## config.mk

```make
export PLATFORM = sky130hd
export DESIGN_NAME = sram_wr_seq
export DESIGN_NICKNAME = d
export VERILOG_FILES = /design/src/rtl/sram_wr_seq.sv
export SDC_FILE = /design/constraint.sdc
export NUM_CORES = 1
export LEC_CHECK = 0
export BUFFER_PORTS_ARGS = -buffer_cell sky130_fd_sc_hd__buf_2
export CAP_MARGIN = 20
export CORE_UTILIZATION = 50
export CTS_CLUSTER_SIZE = 8
export DETAILED_ROUTE_END_ITERATION = 12
export PLACE_DENSITY = 0.87
export SYNTH_ARGS = -nofsm -noshare
export SYNTH_HDL_FRONTEND = slang
export SYNTH_SLANG_ARGS = --single-unit
```

## constraint.sdc

```tcl
create_clock -name clk -period 3.7 [get_ports clk]
set_clock_uncertainty 0.05 [all_clocks]
set_input_delay 0.185 -clock clk [delete_from_list [all_inputs] [get_ports clk]]
set_output_delay 0.185 -clock clk [all_outputs]
set_load 0.02 [all_outputs]
```

## src/rtl/sram_wr_seq.sv

```systemverilog
module sram_wr_seq #(
  parameter int AW     = 14,
  parameter int DW     = 16,
  parameter int T_AS   = 2,
  parameter int T_WP   = 3,
  parameter int T_WZ   = 2,
  parameter int T_DW   = 2,
  parameter int T_DH   = 1,
  parameter int T_WR   = 2,
  parameter int T_EW   = 3,
  parameter int T_AW   = 5,
  parameter bit OE_LOW = 1'b1
) (
  input  logic          clk,
  input  logic          rst_n,
  input  logic          req,
  output logic          ready,
  input  logic [AW-1:0] wr_addr,
  input  logic [DW-1:0] wr_data,
  input  logic [1:0]    wr_be,
  input  logic          wr_sem,
  input  logic          wr_enctl,
  output logic [AW-1:0] mem_addr,
  output logic          mem_ce_n,
  output logic          mem_sem_n,
  output logic          mem_rw_n,
  output logic          mem_ub_n,
  output logic          mem_lb_n,
  output logic          mem_oe_n,
  output logic [DW-1:0] mem_dq_out,
  output logic          mem_dq_oe
);

  function automatic int mx(input int a, input int b);
    return (a > b) ? a : b;
  endfunction

  localparam int C_AS = mx(T_AS, 1);
  localparam int C_WP = mx(T_WP, 1);
  localparam int C_WZ = mx(T_WZ, 1);
  localparam int C_DW = mx(T_DW, 1);
  localparam int C_DH = mx(T_DH, 1);
  localparam int C_WR = mx(T_WR, 1);
  localparam int C_EW = mx(T_EW, 1);
  localparam int C_AW = mx(T_AW, 1);

  localparam int D_RW = OE_LOW ? C_WZ : 0;
  localparam int P_RW = mx(mx(C_WP, D_RW + C_DW), mx(C_AW - C_AS, C_EW - C_AS));
  localparam int P_EN = mx(mx(C_EW, C_DW), C_AW - C_AS);
  localparam int P_TL = mx(mx(C_DH, C_WR), 2);
  localparam int CW   = $clog2(mx(mx(P_RW, P_EN), mx(P_TL, C_AS)) + 1);

  typedef enum logic [1:0] {S_IDLE, S_SETUP, S_PULSE, S_TAIL} st_t;

  st_t           st;
  logic [CW-1:0] cnt;
  logic [AW-1:0] a_r;
  logic [DW-1:0] d_r;
  logic [1:0]    be_r;
  logic          sem_r;
  logic          enm_r;

  logic [CW-1:0] plen, dstart;
  assign plen   = enm_r ? CW'(P_EN) : CW'(P_RW);
  assign dstart = enm_r ? '0 : CW'(D_RW);

  always_ff @(posedge clk or negedge rst_n) begin
    if (!rst_n) begin
      st    <= S_IDLE;
      cnt   <= '0;
      a_r   <= '0;
      d_r   <= '0;
      be_r  <= '0;
      sem_r <= 1'b0;
      enm_r <= 1'b0;
    end else begin
      case (st)
        S_IDLE: if (req && wr_be != 2'b00) begin
          a_r   <= wr_addr;
          d_r   <= wr_data;
          be_r  <= wr_be;
          sem_r <= wr_sem;
          enm_r <= wr_enctl;
          cnt   <= '0;
          st    <= S_SETUP;
        end
        S_SETUP: if (cnt == CW'(C_AS - 1)) begin
          cnt <= '0;
          st  <= S_PULSE;
        end else cnt <= cnt + 1'b1;
        S_PULSE: if (cnt == plen - 1'b1) begin
          cnt <= '0;
          st  <= S_TAIL;
        end else cnt <= cnt + 1'b1;
        default: if (cnt == CW'(P_TL - 1)) begin
          cnt <= '0;
          st  <= S_IDLE;
        end else cnt <= cnt + 1'b1;
      endcase
    end
  end

  logic pre_en, pre_rw, ce_on, be_on, rw_on, tail0;
  assign tail0  = (st == S_TAIL) && (cnt == '0);
  assign pre_en = (st == S_SETUP) && !enm_r;
  assign pre_rw = (st == S_SETUP) && enm_r;
  assign ce_on  = pre_en || (st == S_PULSE) || (tail0 && !enm_r);
  assign be_on  = pre_en || (st == S_PULSE);
  assign rw_on  = pre_rw || (st == S_PULSE) || (tail0 && enm_r);

  assign ready      = (st == S_IDLE);
  assign mem_addr   = a_r;
  assign mem_ce_n   = !(ce_on && !sem_r);
  assign mem_sem_n  = !(ce_on && sem_r);
  assign mem_ub_n   = !(be_on && be_r[1]);
  assign mem_lb_n   = !(be_on && be_r[0]);
  assign mem_rw_n   = !rw_on;
  assign mem_oe_n   = !OE_LOW;
  assign mem_dq_out = d_r;
  assign mem_dq_oe  = ((st == S_PULSE) && (cnt >= dstart)) ||
                      ((st == S_TAIL) && (cnt < CW'(C_DH)));

endmodule

```

Word-level counts from Yosys, hierarchy flattened
Index checks and enable logic that the tools add are counted.

word-level totals
  bits of input ports = 37
  output and inout bits = 38
  flip-flop bits (word level) = 39

cells by class
  multiplexer cells = 11
  $add $sub $neg = 2
  reduce and logical (&&, ||, !) cells = 30
  equality and inequality tests = 8
  order comparisons = 2

operators with widths
  cell                                                                           count
  1-bit logical AND                                                              12
  3-bit two-way mux                                                              4
  2-bit two-way mux                                                              5
  1-bit zero test                                                                7
  2-bit one-hot mux with 3 select lines                                          1
  3-bit one-hot mux with 2 select lines                                          1
  1-bit logical OR                                                               5
  2-bit == test (second input constant)                                          2
  2-bit inequality test (second input constant)                                  2
  4-bit AND reduction                                                            1
  3-bit by 1-bit adder with 3-bit output (second input constant)                 1
  3-bit by 1-bit == test with 1-bit output (second input constant)               1
  3-bit == test                                                                  1
  3-bit by 2-bit greater-or-equal comparator with 1-bit output                   1
  3-bit zero test                                                                1
  3-bit by 1-bit less-than comparator with 1-bit output (second input constant)  1
  3-bit nonzero test                                                             1
  3-bit by 1-bit subtractor with 3-bit output (second input constant)            1
  2-bit by 1-bit == test with 1-bit output (second input constant)               1
  2-bit zero test                                                                1
  2-bit by 1-bit inequality test with 1-bit output (second input constant)       1
  2-bit AND reduction                                                            1
  2-bit nonzero test                                                             1

Longest topological paths before layout
Gate-level depths: netlist of the first run.

  depth in word-level cells = 6
  gate-level depth with buffers = 6
  gate-level depth less buffers = 6

Least setup slack after synthesis of the first run
OpenSTA, ideal clock, no wires.

  path type = reg2reg
  start point = register st[0]
  end point = register st[1]
  cell stages (with the launch flop) = 7
  buffers on the path = 0
  path slack = 1.875 ns
  arrival = 1.647 ns
  data required time = 3.522 ns
  path through = dfrtp_1 > inv_1 > ha_1 > nor2_1 > o21a_1 > nor3_1 > mux2_1

on the way
  word-level cells in the longest chain between the ends = 3
  elaborated cells on any way between the ends = 9

RTL lines
  what                                                                                                            RTL line  source
  from (decl)                                                                                                     55        st_t st;
  from (signal assigned)                                                                                          69        st <= S_IDLE;
  from (signal assigned)                                                                                          85        st <= S_SETUP;
  from (signal assigned)                                                                                          89        st <= S_PULSE;
  2-bit zero test *                                                                                               n/a
  via ready                                                                                                       17        output logic ready,
  2-bit by 1-bit inequality test with 1-bit output (no source line) / 3-bit nonzero test (equally long branches)  n/a
  4-bit AND reduction (no source line)                                                                            n/a

The timed path passes the listed nets; every way through them passes the cells marked *.
A chain may end at the register's enable or synchronous reset.

Worst setup path after layout of the first run
  start point = register st[0]
  end point = output mem_ce_n

on the way
  word-level cells in the longest chain between the ends = 6
  elaborated cells on any way between the ends = 10

RTL lines
  what                                                                              RTL line  source
  2-bit by 1-bit == test with 1-bit output / 2-bit == test (equally long branches)  105, 104
  1-bit logical AND (on tied branches)                                              105, 104
  1-bit logical OR / 1-bit logical AND (equally long branches)                      107       assign ce_on = pre_en || (st == S_PULSE) || (tail0 && !enm_r);
  1-bit logical OR *                                                                107
  1-bit logical AND *                                                               113       assign mem_ce_n = !(ce_on && !sem_r);
  1-bit zero test *                                                                 113
  to (decl)                                                                         24        output logic mem_ce_n,

Mark *: on every way between the ends. The rest lies on a longest branch, timed or not.

==> qor.csv, run 1 <==
stage,metric,value,unit
timing,Max Freq,0.5369,GHz
global_route,initial antenna violation count,0,
routing,highest routed layer,met4,
placement,HPWL Detailed,2303,um
power_and_ir_drop,P_leak,0.001125,uW
synth,Netlist cell types,28,
timing,unrepaired setup endpoints after global routing,false,
timing,Slew HR,46.03,%
placement,Area after DPL,2160,sq um
final_layout,Area Growth Syn to Fin,27.08,%
worst_setup_path,CP max stage cell,dfrtp_1,
final_layout,Layout fillers,269,
worst_setup_path,Worst Path Buf+Inv,1,
worst_setup_path,WP data required,3.46,ns
power_and_ir_drop,Max VDD drop,0.0004291,V
routing,Initial DRC Count,18,
floorplan,Initial Util,52.61,%
synth,Post-Synthesis Cells,132,
clock_network,CTS resizes,0,
worst_setup_path,CP Capture Type,output pin,
worst_setup_path,Setup CP Type,reg2out,
global_route,first-pass GRT wire length,4933,um
synth,Synthesized Nets,177,
clock_network,Worst-path clk slew,0.10,ns
synth,"FF+latch count, synth",39,
routing,WL per Instance,12.33,um
timing,setup TNS,0,ns
timing,min Tclk post-route,1.862,ns
synth,Syn Area/Cell,13.30,sq um
worst_setup_path,Critical Path Source Type,flop,
clock_network,CTS tree,built,
timing,Final Hold Fails,0,
routing,Pre-antenna DRT Iters,4,
final_layout,design area,2231,sq um
final_layout,most frequent cells in the layout,"buf_2, dfrtp_1, mux2_2, nand2_1, ha_1",
floorplan,row cnt,21,
routing,WL met2,1337,um
routing,Final ANT Viol Nets,0,
global_route,GR Overflow Total,0,
global_route,via count of the first global-routing pass,1187,
clock_network,Root Driver,clkbuf_4,
synth,Synthesis Warnings,0,
power_and_ir_drop,PD cells,919.3,nW/um^2
routing,total number of vias,1259,
global_route,largest net degree at the start of global routing,40,
worst_setup_path,CP peak stage delay,0.42,ns
final_layout,FF/Latch Area,975.9,sq um
timing,Finish-stage setup viols,0,
timing,setup slack after layout,1.838,ns
floorplan,Die Ht,61.25,um
routing,metal3 WL,274,um
final_layout,Finished Core Util,66.85,%
final_layout,"commonest non-fill, non-tap cell in the layout",buf_2,
routing,drt via density,4.957,
worst_setup_path,critical-path maximum fanout,4,
timing,Least-Margin Pin Slew,0.8096,ns
synth,sequential fraction of the synthesis area,55.60,%
status,status,"complete, no violations",
final_layout,Multi-input gate area,738.2,sq um
routing,DRT Wirelength,3132,um
worst_setup_path,top cell family by delay on the critical path,flip-flops,
power_and_ir_drop,Tot Pwr,2051,uW
floorplan,Die ar.,3752,sq um
placement,gpl congestion,0.8095,
final_layout,layout cells sized above 1,56.25,%
floorplan,Die X,61.25,um
floorplan,IO Count,75,
job,Max-Cap Viols,0,
clock_network,clock tree buffer depth,2,
timing,count of pins over their slew limit,0,
worst_setup_path,crit path cell chain,ha_1 > nor2b_1 > a21oi_1 > o21bai_1 > nand2b_1 > buf_2,
clock_network,CTS Buf Count,5,
final_layout,# nets final,254,
synth,Synth Cell Area,1755,sq um
clock_network,worst skew pair latency,0.33,ns
timing,crit share post-route,50.34,%
worst_setup_path,Worst Path Arrival,1.63,ns
clock_network,CTS sink cnt,39,
routing,DRC Markers,0,
worst_hold_path,worst hold-check path type,in2reg,
final_layout,Antenna diodes,0,
routing,metal1 wirelength,1452,um
placement,dpl ws,1.842,ns
global_route,total track usage,18.71,%
placement,number of port buffers,73,
floorplan,core footprint,3337,sq um
clock_network,htree depth,2,
worst paths after layout:
check / start / end / slack, ns / cells after the start
worst max-delay path: st[0] / mem_ce_n / 1.84 / 6
worst min-delay path: wr_data[12] / mem_dq_out[12] / 0.02 / 2
worst max register to register: cnt[1] / st[1] / 1.85 / 6
worst min register to register: mem_addr[3] / mem_addr[3] / 0.46 / 1
max in group asynchronous: rst_n / mem_addr[7] / 2.66 / 2
min in group asynchronous: rst_n / mem_addr[1] / 0.42 / 2
synthesized netlist by cell type:
cell | count | area, sq um
a211o_1 | 1 | 8.760
a21o_1 | 1 | 7.510
a21oi_1 | 3 | 15.01
a22oi_1 | 1 | 7.510
a22oi_2 | 1 | 12.51
and2_1 | 2 | 12.51
buf_2 | 4 | 20.02
buf_4 | 1 | 7.510
conb_1 | 1 | 3.750
dfrtp_1 | 39 | 975.9
ha_1 | 8 | 100.1
inv_1 | 6 | 22.52
mux2_1 | 1 | 11.26
mux2_2 | 34 | 382.9
nand2_1 | 9 | 33.78
nand2b_1 | 2 | 12.51
nor2_1 | 1 | 3.750
nor2b_1 | 2 | 12.51
nor3_1 | 1 | 5.000
o211ai_2 | 1 | 12.51
o21a_1 | 1 | 7.510
o21ai_0 | 6 | 30.03
o21ba_2 | 1 | 10.01
o21bai_1 | 1 | 7.510
o22ai_1 | 1 | 6.260
o31a_1 | 1 | 8.760
or2b_2 | 1 | 8.760
xnor2_1 | 1 | 8.760
what timing repair did:
item / 4_1_cts / 5_1_grt
endpoints found under the hold margin: 39 / 0
hold buffers: 1 / 0
setup buffers: 0 / 0
final cells by class:
cell class	instances	area share, %
clock buffers	6	1.851
multi-input cells	82	33.09
flip-flops and latches	39	43.75
inverters	6	1.010
repair buffers	75	17.72
well taps	46	2.580
cell families (layout without fill, tap and decap cells):
| logic type | Yosys count | after routing | share of synthesized area, % |
|---|---|---|---|
| other | 1 | 1 | 0.2136 |
| buffers and inverters | 11 | 87 | 2.851 |
| AO/OA/AOI/OAI | 19 | 19 | 7.627 |
| XOR/XNOR | 1 | 1 | 0.4990 |
| multiplexers | 35 | 35 | 22.45 |
| AND/OR/NAND/NOR | 18 | 18 | 5.060 |
| flip-flops | 39 | 39 | 55.60 |
| adder cells (fa/ha/maj) | 8 | 8 | 5.702 |
per-stage QoR:
step	cells	hold slack, ns
after global routing	254	0.005873
after CTS	253	0.005298
after detailed placement	246	0.2823
after global placement	246	0.2942
final	254	0.02130
after floorplan	132	-0.1606
per-layer routing:
metal  vias to the layer above  global-route usage [%]
met3                         6                   7.773
met4                         0                   9.091
met1                       598                   23.08
met5                         -                       0
li1                        601                       -
met2                        54                   28.57
report_power, final:
part	switching [uW]	internal [uW]	total, uW
sequential	124	642	766
combinational	611	485	1100
clock	121	67.6	189
flip-flops by register name, summed over array words and instances (netlist names):
register	cells
mem_dq_out	16
mem_addr	14
cnt	3
be_r	2
st	2
enm_r	1
sem_r	1
Power figures use the tool's default switching activity.
==> inputs of run 2 (changes only) <==
- CORE_UTILIZATION: 50 -> 42
- PLACE_DENSITY: 0.87 -> 0.79
- clock period: 3.7 -> 1.7 ns (I/O delays scaled with it)
==> qor.csv, run 2 (synthesized netlist as in run 1, its figures left out) <==
stage,metric,value,unit
worst_setup_path,top cell family by delay on the critical path,flip-flops,
routing,DRC Markers,0,
worst_setup_path,Setup CP Type,reg2out,
worst_setup_path,critical-path maximum fanout,3,
placement,number of port buffers,73,
worst_hold_path,min-delay src,wr_be[1],
floorplan,IO Count,75,
clock_network,CTS Buf Count,5,
final_layout,layout cells sized above 1,57.20,%
clock_network,CTS sink cnt,39,
floorplan,Die Ht,66.65,um
placement,Area after DPL,2295,sq um
worst_setup_path,crit path cell chain,buf_6 > ha_4 > nor2b_4 > a21oi_2 > o21bai_1 > nand2b_1 > buf_6,
worst_setup_path,reg-to-reg startpoint,cnt[1],
routing,Final ANT Viol Nets,0,
timing,Max Freq,0.5875,GHz
timing,min Tclk post-route,1.702,ns
floorplan,Initial Util,43.88,%
placement,placed cells,262,
job,Max-Cap Viols,0,
power_and_ir_drop,P_leak,0.001365,uW
worst_setup_path,reg2reg end,st[1],
timing,setup TNS,-0.002261,ns
worst_setup_path,flop2flop setup slack,0.03,ns
worst_setup_path,Worst Path Arrival,1.57,ns
global_route,GR Overflow Total,0,
power_and_ir_drop,PD cells,1881,nW/um^2
worst_setup_path,WP data required,1.56,ns
floorplan,row cnt,23,
routing,total number of vias,1475,
routing,DRT Wirelength,4311,um
timing,count of pins over their slew limit,0,
global_route,largest net degree at the start of global routing,40,
timing,Final Hold Fails,0,
worst_setup_path,CP Capture Type,output pin,
clock_network,htree depth,2,
worst_setup_path,Critical Path Source Type,flop,
timing,Finish-stage setup viols,1,
final_layout,# nets final,301,
final_layout,"commonest non-fill, non-tap cell in the layout",buf_2,
final_layout,max FFs per register,16,
final_layout,Layout Cells excl Fill,307,
floorplan,core footprint,4000,sq um
clock_network,CTS tree,built,
placement,gpl congestion,0.8341,
final_layout,most frequent cells in the layout,"buf_2, dfrtp_1, mux2_2, dlygate4sd3_1, buf_4",
worst_setup_path,Worst Path Buf+Inv,2,
clock_network,clock tree buffer depth,2,
worst_setup_path,cell count of the worst reg-to-reg path,6,
worst_setup_path,"most used cell, CP",buf_6,
final_layout,Area Growth Syn to Fin,60.80,%
routing,Pre-antenna DRT Iters,4,
clock_network,Worst-path clk slew,0.08,ns
final_layout,Antenna diodes,0,
timing,unrepaired setup endpoints after global routing,true,
global_route,initial antenna violation count,0,
timing,crit share post-route,100.1,%
worst_hold_path,hold path depth,2,
floorplan,Die X,66.65,um
clock_network,Root Driver,clkbuf_8,
timing,setup slack after layout,-0.002261,ns
global_route,via count of the first global-routing pass,1438,
worst_hold_path,worst hold-check path type,in2reg,
timing,hold slack,0.05251,ns
status,failing checks,negative setup slack,
power_and_ir_drop,Max VDD drop,0.0009881,V
final_layout,design area,2823,sq um
worst_setup_path,critical path startpoint,st[0],
placement,HPWL Detailed,2554,um
clock_network,worst skew pair latency,0.29,ns
power_and_ir_drop,Tot Pwr,5309,uW
status,status,"finished, violations left",
routing,drt via density,4.805,
floorplan,Die ar.,4442,sq um
worst_setup_path,CP peak stage delay,0.40,ns
worst_setup_path,CP max stage cell,dfrtp_1,
routing,WL per Instance,14.04,um
global_route,total track usage,20.56,%
global_route,first-pass GRT wire length,6624,um
routing,Initial DRC Count,43,
worst_hold_path,Hold EP,be_r[1],
-- run 2: changes by cell type in the layout (fill, tap and decap cells not counted), sizes merged --
cell         delta
clkinv          +1
clkinvlp        +1
dlygate4sd3    +32
buf            +15
-- run 2: stage by stage --
| step | setup slack, ns | utilization [%] |
|---|---|---|
| 4_1_cts | 0.004758 | 70.00 |
| 6_report | -0.002261 | 70.57 |
| 2_1_floorplan | 0.009482 | - |
| 3_5_place_dp | -0.0008460 | 57.37 |
| 5_1_grt | -0.07798 | 70.57 |
| 3_3_place_gp | 0.04185 | 57.37 |
-- run 2: final cells by class --
| type | instances | area [sq um] |
|---|---|---|
| multi-input combinational | 82 | 807.0 |
| tap | 50 | 62.56 |
| clock inverter | 2 | 12.51 |
| fill | 284 | 1177 |
| timing repair buffer | 122 | 865.8 |
| clock buffer | 6 | 72.57 |
| inverter | 6 | 25.02 |
| sequential | 39 | 977.2 |
-- run 2: routing by layer --
metal / global-route usage, % / up-vias / part of all wire (%)
li1: - / 701 / -
met1: 23.94 / 709 / 42
met2: 36.24 / 61 / 51
met5: 0 / - / 0
met3: 6.164 / 4 / 6.3
met4: 5.585 / 0 / 0.84
-- run 2: what timing repair did --
item / CTS / global route
endpoints found under the hold margin: 71 / 0
setup buffers: 4 / 0
hold buffers: 33 / 0
endpoints found under the setup margin: 7 / 6
gates resized for setup: 18 / 8
pin swaps: 3 / 5
-- run 2: worst max-delay path by stage --
stage | end | cells after the start
after floorplan | st[1] | 6
after global placement | st[1] | 6
after detailed placement | st[1] | 6
after CTS | mem_ce_n | 7
after global routing | mem_ce_n | 7
final | mem_ce_n | 7
-- run 2: power breakdown --
group	leakage [uW]	switching [uW]	total [uW]	internal, uW
logic	0.000858	1550	3020	1470
registers	0.000465	277	1680	1400
clock network	0.0000412	319	605	287
-- run 2: worst reg2reg max path, delay by kind of cell, from the launching register on --
| family | cells | cell delay, ns |
|---|---|---|
| multiplexers | 1 | 0.33 |
| adder cells (fa/ha/maj) | 1 | 0.12 |
| buffers and inverters | 1 | 0.06 |
| AO/OA/AOI/OAI | 1 | 0.12 |
| AND/OR/NAND/NOR | 2 | 0.48 |
| flip-flops | 1 | 0.40 |
==> inputs of run 3 (changes only) <==
- PLACE_DENSITY: 0.79 -> 0.82
==> qor.csv, run 3 (synthesized netlist as in run 1, its figures left out) <==
stage,metric,value,unit
power_and_ir_drop,Comb pwr share,57.4,%
floorplan,row cnt,23,
placement,gpl congestion,0.8351,
worst_setup_path,crit path cell chain,inv_1 > ha_4 > nor2_1 > o21a_1 > nor3_2 > mux2_4,
final_layout,Antenna diodes,0,
worst_setup_path,CP peak stage delay,0.43,ns
clock_network,clock tree buffer depth,2,
timing,unrepaired setup endpoints after global routing,true,
timing,setup TNS,0,ns
global_route,via count of the first global-routing pass,1445,
clock_network,Worst-path clk slew,0.07,ns
worst_setup_path,Critical Path Source Type,flop,
final_layout,Area Growth Syn to Fin,59.23,%
worst_setup_path,Worst Path Buf+Inv,1,
clock_network,worst skew pair latency,0.28,ns
global_route,largest net degree at the start of global routing,40,
routing,Pre-antenna DRT Iters,4,
timing,min Tclk post-route,1.697,ns
floorplan,IO Count,75,
worst_setup_path,flop2flop setup slack,0.003,ns
timing,setup slack after layout,0.002581,ns
routing,Initial DRC Count,45,
worst_setup_path,CP Capture Type,flop,
routing,drt via density,4.809,
timing,crit share post-route,99.85,%
worst_setup_path,critical-path maximum fanout,6,
power_and_ir_drop,Net Sw Power,2135,uW
clock_network,CTS Buf Count,5,
worst_setup_path,CP max stage cell,dfrtp_1,
power_and_ir_drop,P_leak,0.001354,uW
power_and_ir_drop,switch share,40.38,%
floorplan,Die X,66.65,um
placement,HPWL Detailed,2507,um
status,status,"complete, no violations",
routing,DRT Wirelength,4302,um
global_route,total track usage,20.13,%
clock_network,Root Driver,clkbuf_8,
placement,number of port buffers,73,
power_and_ir_drop,Max VDD drop,0.001233,V
power_and_ir_drop,Seq pwr share,31.7,%
final_layout,layout cells sized above 1,57.09,%
clock_network,htree depth,2,
timing,hold slack,0.05841,ns
worst_setup_path,Setup CP Type,reg2reg,
routing,Final ANT Viol Nets,0,
routing,DRC Markers,0,
final_layout,# nets final,300,
timing,Finish-stage setup viols,0,
global_route,first-pass GRT wire length,6499,um
floorplan,Initial Util,43.88,%
timing,count of pins over their slew limit,0,
power_and_ir_drop,PD cells,1892,nW/um^2
floorplan,core footprint,4000,sq um
floorplan,Die ar.,4442,sq um
power_and_ir_drop,clock power share,10.8,%
global_route,initial antenna violation count,0,
final_layout,"commonest non-fill, non-tap cell in the layout",buf_2,
job,Max-Cap Viols,0,
routing,total number of vias,1462,
final_layout,most frequent cells in the layout,"buf_2, dfrtp_1, mux2_2, dlygate4sd3_1, buf_4",
placement,dpl ws,0.007557,ns
worst_setup_path,top cell family by delay on the critical path,flip-flops,
final_layout,max FFs per register,16,
routing,WL per Instance,14.15,um
worst_hold_path,worst hold-check path type,in2reg,
worst_setup_path,Worst Path Arrival,1.82,ns
timing,Final Hold Fails,0,
clock_network,CTS sink cnt,39,
clock_network,CTS tree,built,
worst_setup_path,WP data required,1.82,ns
floorplan,Die Ht,66.65,um
global_route,GR Overflow Total,0,
power_and_ir_drop,Int Pwr,3153,uW
timing,Max Freq,0.5891,GHz
==> run 3: worst reg2reg max path, delay by kind of cell, from the launching register on <==
kind	cells	cell delay, ns
compound gates	1	0.18
simple gates	2	0.25
fa+ha+maj	1	0.20
buf+inv	1	0.17
mux	1	0.31
flops	1	0.43
==> run 3: cell type report <==
class / instances / area [sq um]
clock buffer: 5 / 68.82
sequential: 39 / 975.9
fill: 296 / 1205
inverter: 6 / 22.52
timing repair buffer: 121 / 839.6
tap: 50 / 62.56
multi-input combinational: 82 / 818.3
clock inverter: 1 / 7.507
==> run 3: path summary, 6_finish.rpt <==
check | startpoint | endpoint | cells past startpoint
worst max-delay path | st[1] | st[1] | 6
worst min-delay path | wr_be[0] | be_r[0] | 2
worst max register to register | st[1] | st[1] | 6
worst min register to register | mem_dq_out[12] | mem_dq_out[12] | 1
max in group asynchronous | rst_n | st[0] | 3
min in group asynchronous | rst_n | mem_dq_out[4] | 3
==> run 3: power by group through the flow <==
stage | sequential [uW] | combinational (uW) | clock, uW
global placement | 1640 | 2570 | 0
finish | 1680 | 3040 | 573
floorplan | 2120 | 1260 | 0
CTS | 1650 | 2770 | 593
global route | 1730 | 3260 | 620
detailed placement | 1670 | 2610 | 0
==> run 3: repair_timing <==
action	4_1_cts	5_1_grt
buffers inserted	1	4
endpoints found under the setup margin	4	9
endpoints found under the hold margin	71	0
pin swaps	3	2
hold buffers	33	0
gates resized for setup	7	14
==> run 3: routing by layer <==
layer	wire (um)	vias to the layer above	track usage, %	part of all wire [%]
met3	306	9	7.192	7.1
li1	-	698	-	-
met1	1831	695	23.46	43
met4	83	0	7.979	1.9
met5	0	-	0	0
met2	2081	60	33.46	48
==> run 3: stage by stage <==
| step | power, uW | utilization, % | instances | instance area (sq um) |
|---|---|---|---|---|
| 2_1_floorplan | 3375 | - | 132 | 1770 |
| 4_1_cts | 5018 | 67.69 | 300 | 2708 |
| 6_report | 5288 | 69.88 | 304 | 2795 |
| 3_5_place_dp | 4283 | 56.68 | 260 | 2267 |
| 3_3_place_gp | 4216 | 56.68 | 260 | 2267 |
| 5_1_grt | 5613 | 69.88 | 304 | 2795 |
